[src/rtl/dra_pkg.sv]
package dra_pkg;

  // Sequencer states shared by the control path and its checks.
  typedef enum logic [2:0] {
    ST_IDLE,   // nothing in flight
    ST_APRE,   // access accepted, bank still precharging
    ST_ACT,    // access row strobe on, counting wait states
    ST_HOLD,   // data ready, waiting for the request to drop
    ST_RPRE,   // refresh accepted, banks still precharging
    ST_RACT    // refresh row strobes on
  } seq_st_e;

endpackage

[src/rtl/dra_bank_timers.sv]
module dra_bank_timers #(
  parameter int NB = 4,
  parameter int PW = 2
) (
  input  logic          clk,
  input  logic          rst,
  input  logic [NB-1:0] load,
  input  logic [PW-1:0] pre_cyc,
  output logic [NB-1:0] expired
);

  function automatic logic [PW-1:0] timer_step(input logic [PW-1:0] cur,
                                               input logic          ld,
                                               input logic [PW-1:0] val);
    if (ld) return val;
    if (cur != '0) return cur - PW'(1);
    return cur;
  endfunction

  for (genvar g = 0; g < NB; g++) begin : g_bank
    logic [PW-1:0] cnt;
    always_ff @(posedge clk) begin
      if (rst) cnt <= '0;
      else     cnt <= timer_step(cnt, load[g], pre_cyc);
    end
    assign expired[g] = (cnt == '0);
  end

endmodule

[src/rtl/dra_rfsh_arb.sv]
module dra_rfsh_arb #(
  parameter int AW = 3
) (
  input  logic          clk,
  input  logic          rst,
  input  logic          rfsh_req,
  input  logic          take,
  input  logic          acc_go,
  input  logic [AW-1:0] age_lim,
  output logic          rf_win
);

  logic          pend;
  logic [AW-1:0] age;
  logic [AW-1:0] age_now;
  logic          rf_valid;

  function automatic logic [AW-1:0] age_step(input logic [AW-1:0] a);
    return (a == '1) ? a : a + AW'(1);
  endfunction

  always_ff @(posedge clk) begin
    if (rst) begin
      pend <= 1'b0;
      age  <= '0;
    end else if (take) begin
      pend <= 1'b0;
      age  <= '0;
    end else if (pend) begin
      age  <= age_step(age);
    end else if (rfsh_req) begin
      pend <= 1'b1;
      age  <= '0;
    end
  end

  assign rf_valid = pend | rfsh_req;
  assign age_now  = pend ? age : '0;
  assign rf_win   = rf_valid & (~acc_go | (age_now > age_lim));

endmodule

[src/rtl/dra_seq.sv]
module dra_seq
  import dra_pkg::*;
#(
  parameter int NB       = 4,
  parameter int BW       = 2,
  parameter int WW       = 2,
  parameter int RFSH_LOW = 3
) (
  input  logic          clk,
  input  logic          rst,
  input  logic          acc_go,
  input  logic [BW-1:0] acc_bank,
  input  logic          acc_req,
  input  logic          wait_ext,
  input  logic [WW-1:0] wait_cyc,
  input  logic [NB-1:0] bank_exp,
  input  logic          rf_win,
  output logic [NB-1:0] ras_on,
  output logic          cas_on,
  output logic          data_rdy,
  output logic          rf_busy,
  output logic [NB-1:0] pre_load,
  output logic          rf_take,
  output logic          acc_take
);

  localparam int RLW = $clog2(RFSH_LOW + 1);

  seq_st_e        st, nst;
  logic [BW-1:0]  cur_bank, nbank;
  logic [WW-1:0]  wcnt, nwcnt;
  logic [RLW-1:0] rcnt, nrcnt;
  logic [NB-1:0]  ras_q;
  logic           cas_q, rdy_q, busy_q;
  logic           in_acc, nxt_acc;

  function automatic logic [NB-1:0] bank_bit(input logic [BW-1:0] b);
    return NB'(1) << b;
  endfunction

  always_comb begin
    nst      = st;
    nbank    = cur_bank;
    nwcnt    = wcnt;
    nrcnt    = rcnt;
    pre_load = '0;
    rf_take  = 1'b0;
    acc_take = 1'b0;
    case (st)
      ST_IDLE: begin
        if (rf_win) begin
          rf_take = 1'b1;
          if (&bank_exp) begin
            nst   = ST_RACT;
            nrcnt = RLW'(RFSH_LOW - 1);
          end else begin
            nst = ST_RPRE;
          end
        end else if (acc_go) begin
          acc_take = 1'b1;
          nbank    = acc_bank;
          if (bank_exp[acc_bank]) begin
            nst   = ST_ACT;
            nwcnt = wait_cyc;
          end else begin
            nst = ST_APRE;
          end
        end
      end
      ST_APRE: begin
        if (!acc_req) begin
          nst = ST_IDLE;
        end else if (bank_exp[cur_bank]) begin
          nst   = ST_ACT;
          nwcnt = wait_cyc;
        end
      end
      ST_ACT: begin
        if (!acc_req) begin
          nst      = ST_IDLE;
          pre_load = bank_bit(cur_bank);
        end else if (!wait_ext) begin
          if (wcnt == '0) nst = ST_HOLD;
          else            nwcnt = wcnt - WW'(1);
        end
      end
      ST_HOLD: begin
        if (!acc_req) begin
          nst      = ST_IDLE;
          pre_load = bank_bit(cur_bank);
        end
      end
      ST_RPRE: begin
        if (&bank_exp) begin
          nst   = ST_RACT;
          nrcnt = RLW'(RFSH_LOW - 1);
        end
      end
      ST_RACT: begin
        if (rcnt == '0) begin
          nst      = ST_IDLE;
          pre_load = '1;
        end else begin
          nrcnt = rcnt - RLW'(1);
        end
      end
      default: nst = ST_IDLE;
    endcase
  end

  assign in_acc  = (st == ST_ACT) || (st == ST_HOLD);
  assign nxt_acc = (nst == ST_ACT) || (nst == ST_HOLD);

  always_ff @(posedge clk) begin
    if (rst) begin
      st       <= ST_IDLE;
      cur_bank <= '0;
      wcnt     <= '0;
      rcnt     <= '0;
      ras_q    <= '0;
      cas_q    <= 1'b0;
      rdy_q    <= 1'b0;
      busy_q   <= 1'b0;
    end else begin
      st       <= nst;
      cur_bank <= nbank;
      wcnt     <= nwcnt;
      rcnt     <= nrcnt;
      ras_q    <= nxt_acc ? bank_bit(nbank) : ((nst == ST_RACT) ? '1 : '0);
      cas_q    <= in_acc && nxt_acc;
      rdy_q    <= (nst == ST_HOLD);
      busy_q   <= (nst == ST_RACT);
    end
  end

  assign ras_on   = ras_q;
  assign cas_on   = cas_q;
  assign data_rdy = rdy_q;
  assign rf_busy  = busy_q;

endmodule

[src/rtl/dram_bank_arbiter.sv]
module dram_bank_arbiter #(
  parameter  int NB       = 4,
  parameter  int PW       = 2,
  parameter  int WW       = 2,
  parameter  int AW       = 3,
  parameter  int RFSH_LOW = 3,
  localparam int BW       = $clog2(NB)
) (
  input  logic          clk,
  input  logic          rst,
  input  logic          cfg_hs_dtack,
  input  logic [PW-1:0] cfg_pre_cyc,
  input  logic [WW-1:0] cfg_wait_cyc,
  input  logic [AW-1:0] cfg_rf_age_lim,
  input  logic          acc_strobe,
  input  logic          acc_req,
  input  logic [BW-1:0] bank_sel,
  input  logic          rfsh_req,
  input  logic          wait_ext,
  output logic [NB-1:0] ras_on,
  output logic          cas_on,
  output logic          hs_n,
  output logic          rfsh_busy
);

  // Named internal events, visible to the bound checker.
  logic          armed;
  logic [BW-1:0] bank_q;
  logic          acc_go;
  logic [BW-1:0] acc_bank;
  logic          rf_win;
  logic          rf_take;
  logic          acc_take;
  logic          data_rdy;
  logic [NB-1:0] bank_exp;
  logic [NB-1:0] pre_load;

  always_ff @(posedge clk) begin
    if (rst) begin
      armed  <= 1'b0;
      bank_q <= '0;
    end else if (!acc_req || acc_take) begin
      armed  <= 1'b0;
    end else if (acc_strobe) begin
      armed  <= 1'b1;
      bank_q <= bank_sel;
    end
  end

  assign acc_go   = acc_req & (armed | acc_strobe);
  assign acc_bank = acc_strobe ? bank_sel : bank_q;

  dra_bank_timers #(.NB(NB), .PW(PW)) u_timers (
    .clk     (clk),
    .rst     (rst),
    .load    (pre_load),
    .pre_cyc (cfg_pre_cyc),
    .expired (bank_exp)
  );

  dra_rfsh_arb #(.AW(AW)) u_arb (
    .clk      (clk),
    .rst      (rst),
    .rfsh_req (rfsh_req),
    .take     (rf_take),
    .acc_go   (acc_go),
    .age_lim  (cfg_rf_age_lim),
    .rf_win   (rf_win)
  );

  dra_seq #(.NB(NB), .BW(BW), .WW(WW), .RFSH_LOW(RFSH_LOW)) u_seq (
    .clk      (clk),
    .rst      (rst),
    .acc_go   (acc_go),
    .acc_bank (acc_bank),
    .acc_req  (acc_req),
    .wait_ext (wait_ext),
    .wait_cyc (cfg_wait_cyc),
    .bank_exp (bank_exp),
    .rf_win   (rf_win),
    .ras_on   (ras_on),
    .cas_on   (cas_on),
    .data_rdy (data_rdy),
    .rf_busy  (rfsh_busy),
    .pre_load (pre_load),
    .rf_take  (rf_take),
    .acc_take (acc_take)
  );

  assign hs_n = cfg_hs_dtack ? ~data_rdy : ~(acc_req & ~data_rdy);

endmodule

[config.mk]
export PLATFORM = sky130hd
export DESIGN_NAME = dram_bank_arbiter
export DESIGN_NICKNAME = d
export VERILOG_FILES = /design/src/rtl/dra_pkg.sv /design/src/rtl/dra_bank_timers.sv /design/src/rtl/dra_rfsh_arb.sv /design/src/rtl/dra_seq.sv /design/src/rtl/dram_bank_arbiter.sv
export SDC_FILE = /design/constraint.sdc
export NUM_CORES = 1
export LEC_CHECK = 0
export BUFFER_PORTS_ARGS = -buffer_cell sky130_fd_sc_hd__buf_2
export CORE_MARGIN = 5
export CORE_UTILIZATION = 56
export CTS_CLUSTER_DIAMETER = 80
export CTS_CLUSTER_SIZE = 12
export DETAILED_ROUTE_END_ITERATION = 10
export PLACE_DENSITY = 0.83
export SLEW_MARGIN = 0
export SYNTH_ARGS = -nofsm -noshare
export SYNTH_HDL_FRONTEND = slang
export SYNTH_SLANG_ARGS = --single-unit
export TNS_END_PERCENT = 100
[constraint.sdc]
create_clock -name clk -period 2.5 [get_ports clk]
set_input_delay 0.375 -clock clk [delete_from_list [all_inputs] [get_ports clk]]
set_output_delay 0.375 -clock clk [all_outputs]
set_load 0.02 [all_outputs]
## After elaboration in Yosys (flattened, before gate mapping)

Index checks and enable logic that the tools add are counted.

| cells by class | value |
|---|---|
| add/sub/neg operators | 7 |
| order comparisons | 3 |
| equality and inequality tests | 20 |
| shift operators | 2 |
| mux-type cells | 87 |
| bitwise operators | 9 |
| reductions and logical operators | 30 |

Operators by type and width:

| operator | count |
|---|---|
| $mux W2 | 32 |
| $mux W3 | 14 |
| $mux W1 | 31 |
| $ne A2 B2 Y1 const B | 9 |
| $pmux W3 S6 | 1 |
| $reduce_bool A2 Y1 | 9 |
| $mux W4 | 4 |
| $eq A3 B2 Y1 const B | 4 |
| $eq A3 B3 Y1 const B | 4 |
| $logic_not A2 Y1 | 6 |
| $pmux W2 S3 | 2 |
| $sub A2 B1 Y2 const B | 6 |
| $reduce_and A9 Y1 | 1 |
| $pmux W4 S2 | 1 |
| $shl A1 B2 Y4 const A | 2 |
| $lt A2 B3 Y1 const B | 2 |
| $reduce_bool A3 Y1 | 2 |
| $reduce_or A2 Y1 | 3 |
| $bmux W1 S2 | 2 |
| $ne A2 B1 Y1 const B | 2 |
| $reduce_and A4 Y1 | 1 |
| $add A3 B1 Y3 const B | 1 |
| $and A1 B1 Y1 | 3 |
| $eq A3 B1 Y1 const B | 1 |
| other kinds (9) | 15 |

| storage, ports and cells | value |
|---|---|
| bits in registers | 31 |
| input port bits | 16 |
| output and inout port bits | 7 |
| word-level logic and storage cells | 174 |

## Logic depth before layout (Yosys ltp)

| depth | value |
|---|---|
| depth in word-level cells | 10 |
| mapped depth | 9 |
| mapped depth without buffers | 8 |

## Hierarchy

From an unflattened synthesis, not the netlist that was laid out.

| second synthesis, totals | value |
|---|---|
| cells, all modules | 194 |
| area total of the unflattened synthesis | 1,700.4 um^2 |

By module, submodules not included:

| module | instances | cells each | area an instance (um^2) | sequential area each (um^2) |
|---|---|---|---|---|
| dra_seq | 1 | 112 | 932.1 | 320.3 |
| dra_bank_timers | 1 | 37 | 314.1 | 160.2 |
| dra_rfsh_arb | 1 | 29 | 281.5 | 80.1 |
| dram_bank_arbiter | 1 | 16 | 172.7 | 60.1 |

## Worst setup path after synthesis

Ideal clock, no wire load.

| path | value |
|---|---|
| kind | reg-to-reg |
| start | register u_arb.pend |
| end | register u_seq.ras_q[2] (netlist: u_seq.ras_on[2]) |
| data arrival time | 1.938 ns |
| required time | 2.413 ns |
| setup slack | 0.474 ns |
| stages on the path, launching flop included | 9 |
| path buffers | 1 |
| clock period less this slack | 2.026 ns |
| cells stage by stage | dfxtp_1 -> and2_1 -> ha_1 -> inv_1 -> o21ai_0 -> a211o_1 -> buf_6 -> mux2_4 -> o31ai_1 |

| between the ends | value |
|---|---|
| longest elaborated chain between the ends | 9 |
| elaborated cells between the ends (all ways) | 16 |
| classes of those cells | order compare: 1; eq/ne: 3; shift: 1; mux: 7; bitwise: 3; reduce/logical: 1 |

Ends and longest elaborated chain:

| item | RTL line | RTL |
|---|---|---|
| start, declared | dra_rfsh_arb.sv:13 | `logic pend;` |
| start signal, assigned | dra_rfsh_arb.sv:24 | `pend <= 1'b0;` |
| start signal, assigned | dra_rfsh_arb.sv:27 | `pend <= 1'b0;` |
| start signal, assigned | dra_rfsh_arb.sv:32 | `pend <= 1'b1;` |
| $mux W3 | dra_rfsh_arb.sv:38 | `assign age_now = pend ? age : '0;` |
| $gt A3 B3 Y1 | dra_rfsh_arb.sv:39 | `assign rf_win = rf_valid & (~acc_go \| (age_now > age_lim));` |
| $or A1 B1 Y1 | dra_rfsh_arb.sv:39 |  |
| $and A1 B1 Y1 * | dra_rfsh_arb.sv:39 |  |
| $mux W3 | dra_seq.sv:51 | `if (rf_win) begin` |
| $pmux W3 S6 | dra_seq.sv:49 | `case (st)` |
| $eq A3 B3 Y1 or $eq A3 B2 Y1 (tied branches) | dra_seq.sv:129, dra_seq.sv:112 |  |
| $mux W4 or $logic_or A1 B1 Y1 (tied branches) | dra_seq.sv:129, dra_seq.sv:112 |  |
| $mux W4 * | dra_seq.sv:129 | `ras_q <= nxt_acc ? bank_bit(nbank) : ((nst == ST_RACT) ? '1 : '0);` |
| end signal, assigned | dra_seq.sv:129 |  |
| end, declared | dra_seq.sv:33 | `logic [NB-1:0] ras_q;` |

Mark *: on every way between the ends. The rest lies on a longest branch, timed or not.
A chain may end at the register's enable or synchronous reset.

## Final worst setup path

| path | value |
|---|---|
| start | register u_arb.pend |
| end | register u_seq.ras_q[0] (netlist: u_seq.ras_on[0]) |

Same word-level chain as after synthesis.

==> out/results.ini <==
[status]
status=finished clean

[yosys]
synth-seq-area-share=0.369
synth.net_count=221
synth_top_family_by_area=simple AND/OR/NAND/NOR gates
synthAdderAreaFrac=0.0520
yosys_warnings=0
synthMuxAreaShare=0.0729
syn_area_per_cell_um2=8.50
netlist_area_um2=1680
synth.distinct_cells=44
synth_compound_area_frac=0.228
synth_xor_xnor_area_share=0
postSynthCellCount=198
yosys.area_share.simple=0.231
ys_ff_latch=31

[hold_path]
hold_path_depth=3
hold_class=primary input to flip-flop
hp-start=bank_sel[1]
hold_path_end=bank_q[1]$_SDFFE_PP0N_

[grt]
grt_start_max_net_pins=22
use_met1=0.213
grt_usage=0.177
grt_overflow=0
top_usage_layer=met2
met3_usage=0.0518
grt_pass1_vias=1351
grt_pass1_wl_mm=5.85
use_met2=0.299
antenna_found_initial=0

[timing]
slew_viol_final=0
layout_setup_ws_ps=217
period_needed_ps=2280
finalSetupViolCount=0
hold_viol=0
slew_headroom=0.677
fmax_mhz=438
rsz0062_at_grt=no
fin_setup_tns_ps=0
holdWs_ps=306
skew_ps=2.63
fin_crit_sh=0.913
worst_slew_pin_slew_ps=479

[die]
start_util=0.595
die_area_um2=4200
core_area_um2=2830
die_height_um=64.8
pin_count=23
core.rowCount=19
die_w_um=64.8

[clock_tree]
path_clk_slew_ps=90
cts_made_buffers=5
htree_levels=2
cts_sinks=31
clk_latency_ps=330
cts_buffer_depth=2
post-cts-setup-buffer-count=0
root_buffer=clkbuf_4
cts_resized=0
cts_tree=yes
cts_hold_buf=0

[flow_run]
timing.max_cap.violations=0

[critical_path]
r2r_start=u_arb.pend$_SDFF_PP0_
r2r_cells=7
start_kind=flip-flop
critPathKind=flip-flop to flip-flop
critPathCaptureType=flip-flop
cp.arrival_ps=2550
reg2reg_slack_ps=220
rr_endpoint=u_seq.ras_on[0]$_SDFF_PP0_
crit_fanout=7
required_ps=2770

[pwr]
p_leak_nw=0.841
ir_drop_v=0.000604
power.density_nw_per_um2=907
finalPower_mw=1.72

[drt]
dr.pass1.iters=5
wirelength_mm=3.36
via_per_inst=5.60
via_count=1440
wl_per_cell_um=13.1
drc=0
drt_iter0_drc=86
ant_nets=0

[place]
io_buffer_count=22
pre_cts_ws_ps=259
gp_congestion=0.843
dp_hpwl_mm=2.56

[layout]
nNetsFinal=248
areaGrowthSynthToFinish_pct=12.6
fin_util=0.670
regArea_um2=621
diodes=0
drive_gt1_frac=0.177
fillers=242
multi_input_area_um2=982

==> kinds of logic after synthesis <==
group	Yosys count
simple gates	79
buf+inv	19
compound gates	52
mux	10
flops	31
fa+ha+maj	7
==> registers in the layout (all words and copies together), names as in the netlist <==
signal               flops
u_seq.rcnt               2
u_seq.data_rdy           1
u_arb.pend               1
u_seq.rf_busy            1
u_arb.age                3
u_seq.st                 3
armed                    1
u_seq.cur_bank           2
u_seq.cas_on             1
u_timers.g_bank.cnt      8
bank_q                   2
u_seq.ras_on             4
u_seq.wcnt               2
==> cells in the mapped netlist, drive strengths merged <==
library cell,instances,area share
a211o,1,0.0052
a211oi,2,0.0089
a21o,2,0.0089
a21oi,17,0.051
a22o,1,0.0052
a22oi,2,0.0089
a311o,1,0.0059
a311oi,2,0.014
a31oi,2,0.0074
a32o,1,0.0059
and2,2,0.0074
and3,1,0.0037
and4,1,0.0052
buf,2,0.0097
clkbuf,3,0.0067
dfxtp,31,0.37
ha,7,0.052
inv,14,0.031
mux2,2,0.016
mux2i,7,0.042
mux4,1,0.016
nand2,16,0.036
nand2b,7,0.026
nand3,6,0.018
nand3b,3,0.013
nor2,27,0.060
nor2b,5,0.019
nor3,6,0.018
nor3b,1,0.0045
o2111ai,1,0.0052
o211a,2,0.012
o211ai,1,0.0045
o21ai,8,0.024
o2bb2ai,1,0.0052
o31ai,7,0.039
o32ai,1,0.016
or3,2,0.010
or3b,2,0.010
==> area by class of cell <==
class	count	area share
multi-input cells	148	0.518
flip-flops and latches	31	0.327
repair buffers	25	0.0700
clock buffers	8	0.0363
inverters	14	0.0277
well taps	31	0.0205
==> through the flow <==
| step | instance area, um2 | instances |
|---|---|---|
| after floorplan | 1680 | 198 |
| after global placement | 1830 | 249 |
| after detailed placement | 1830 | 249 |
| after CTS | 1900 | 257 |
| after global routing | 1900 | 257 |
| final | 1900 | 257 |
==> worst max-delay path: stages, from the launching register on <==
cell and delay (ps):
dfxtp_1 350, and2_1 170, ha_1 290, a311oi_2 400, a211o_1 370, mux2i_1 420
nand2_1 100, o21ai_1 130
==> routing by layer <==
| layer | share of wire | wire length, um | up-vias |
|---|---|---|---|
| li1 | - | - | 759 |
| met1 | 0.46 | 1550 | 629 |
| met2 | 0.46 | 1550 | 44 |
| met3 | 0.062 | 210 | 8 |
| met4 | 0.015 | 52 | 0 |
| met5 | 0 | 0 | - |
==> report_power, final <==
part	switching, mW	leakage, nW	total, mW	internal (mW)
logic	0.402	0.549	0.698	0.295
registers	0.0941	0.253	0.695	0.601
clock network	0.161	0.0386	0.326	0.165
total	0.657	0.841	1.72	1.06
==> how the worst max path moves through the flow <==
stage                           from                         end  slack, ps  cells past startpoint
3_3_place_gp       cfg_rf_age_lim[2]  u_seq.ras_on[3]$_SDFF_PP0_        290                      8
2_1_floorplan  u_arb.pend$_SDFF_PP0_  u_seq.ras_on[2]$_SDFF_PP0_        470                      8
6_report       u_arb.pend$_SDFF_PP0_  u_seq.ras_on[0]$_SDFF_PP0_        220                      7
5_1_grt        u_arb.pend$_SDFF_PP0_  u_seq.ras_on[0]$_SDFF_PP0_         50                      8
4_1_cts        u_arb.pend$_SDFF_PP0_  u_seq.ras_on[0]$_SDFF_PP0_        230                      7
3_5_place_dp       cfg_rf_age_lim[2]  u_seq.ras_on[3]$_SDFF_PP0_        260                      8
==> cells in the final DEF (no fill, tap or decap), drive strengths merged, types with 2 or more instances in the layout <==
cell,n
mux2,2
mux2i,7
nand3,6
a311oi,2
inv,14
o211a,2
buf,25
nor2,27
clkbuf,8
nand2b,7
nor2b,5
or3,2
dfxtp,31
a21oi,17
nand3b,3
ha,7
a21o,2
nor3,6
a211oi,2
nand2,16
o21ai,8
or3b,2
a22oi,2
o31ai,7
and2,2
a31oi,2
Power figures use the tool's default switching activity.
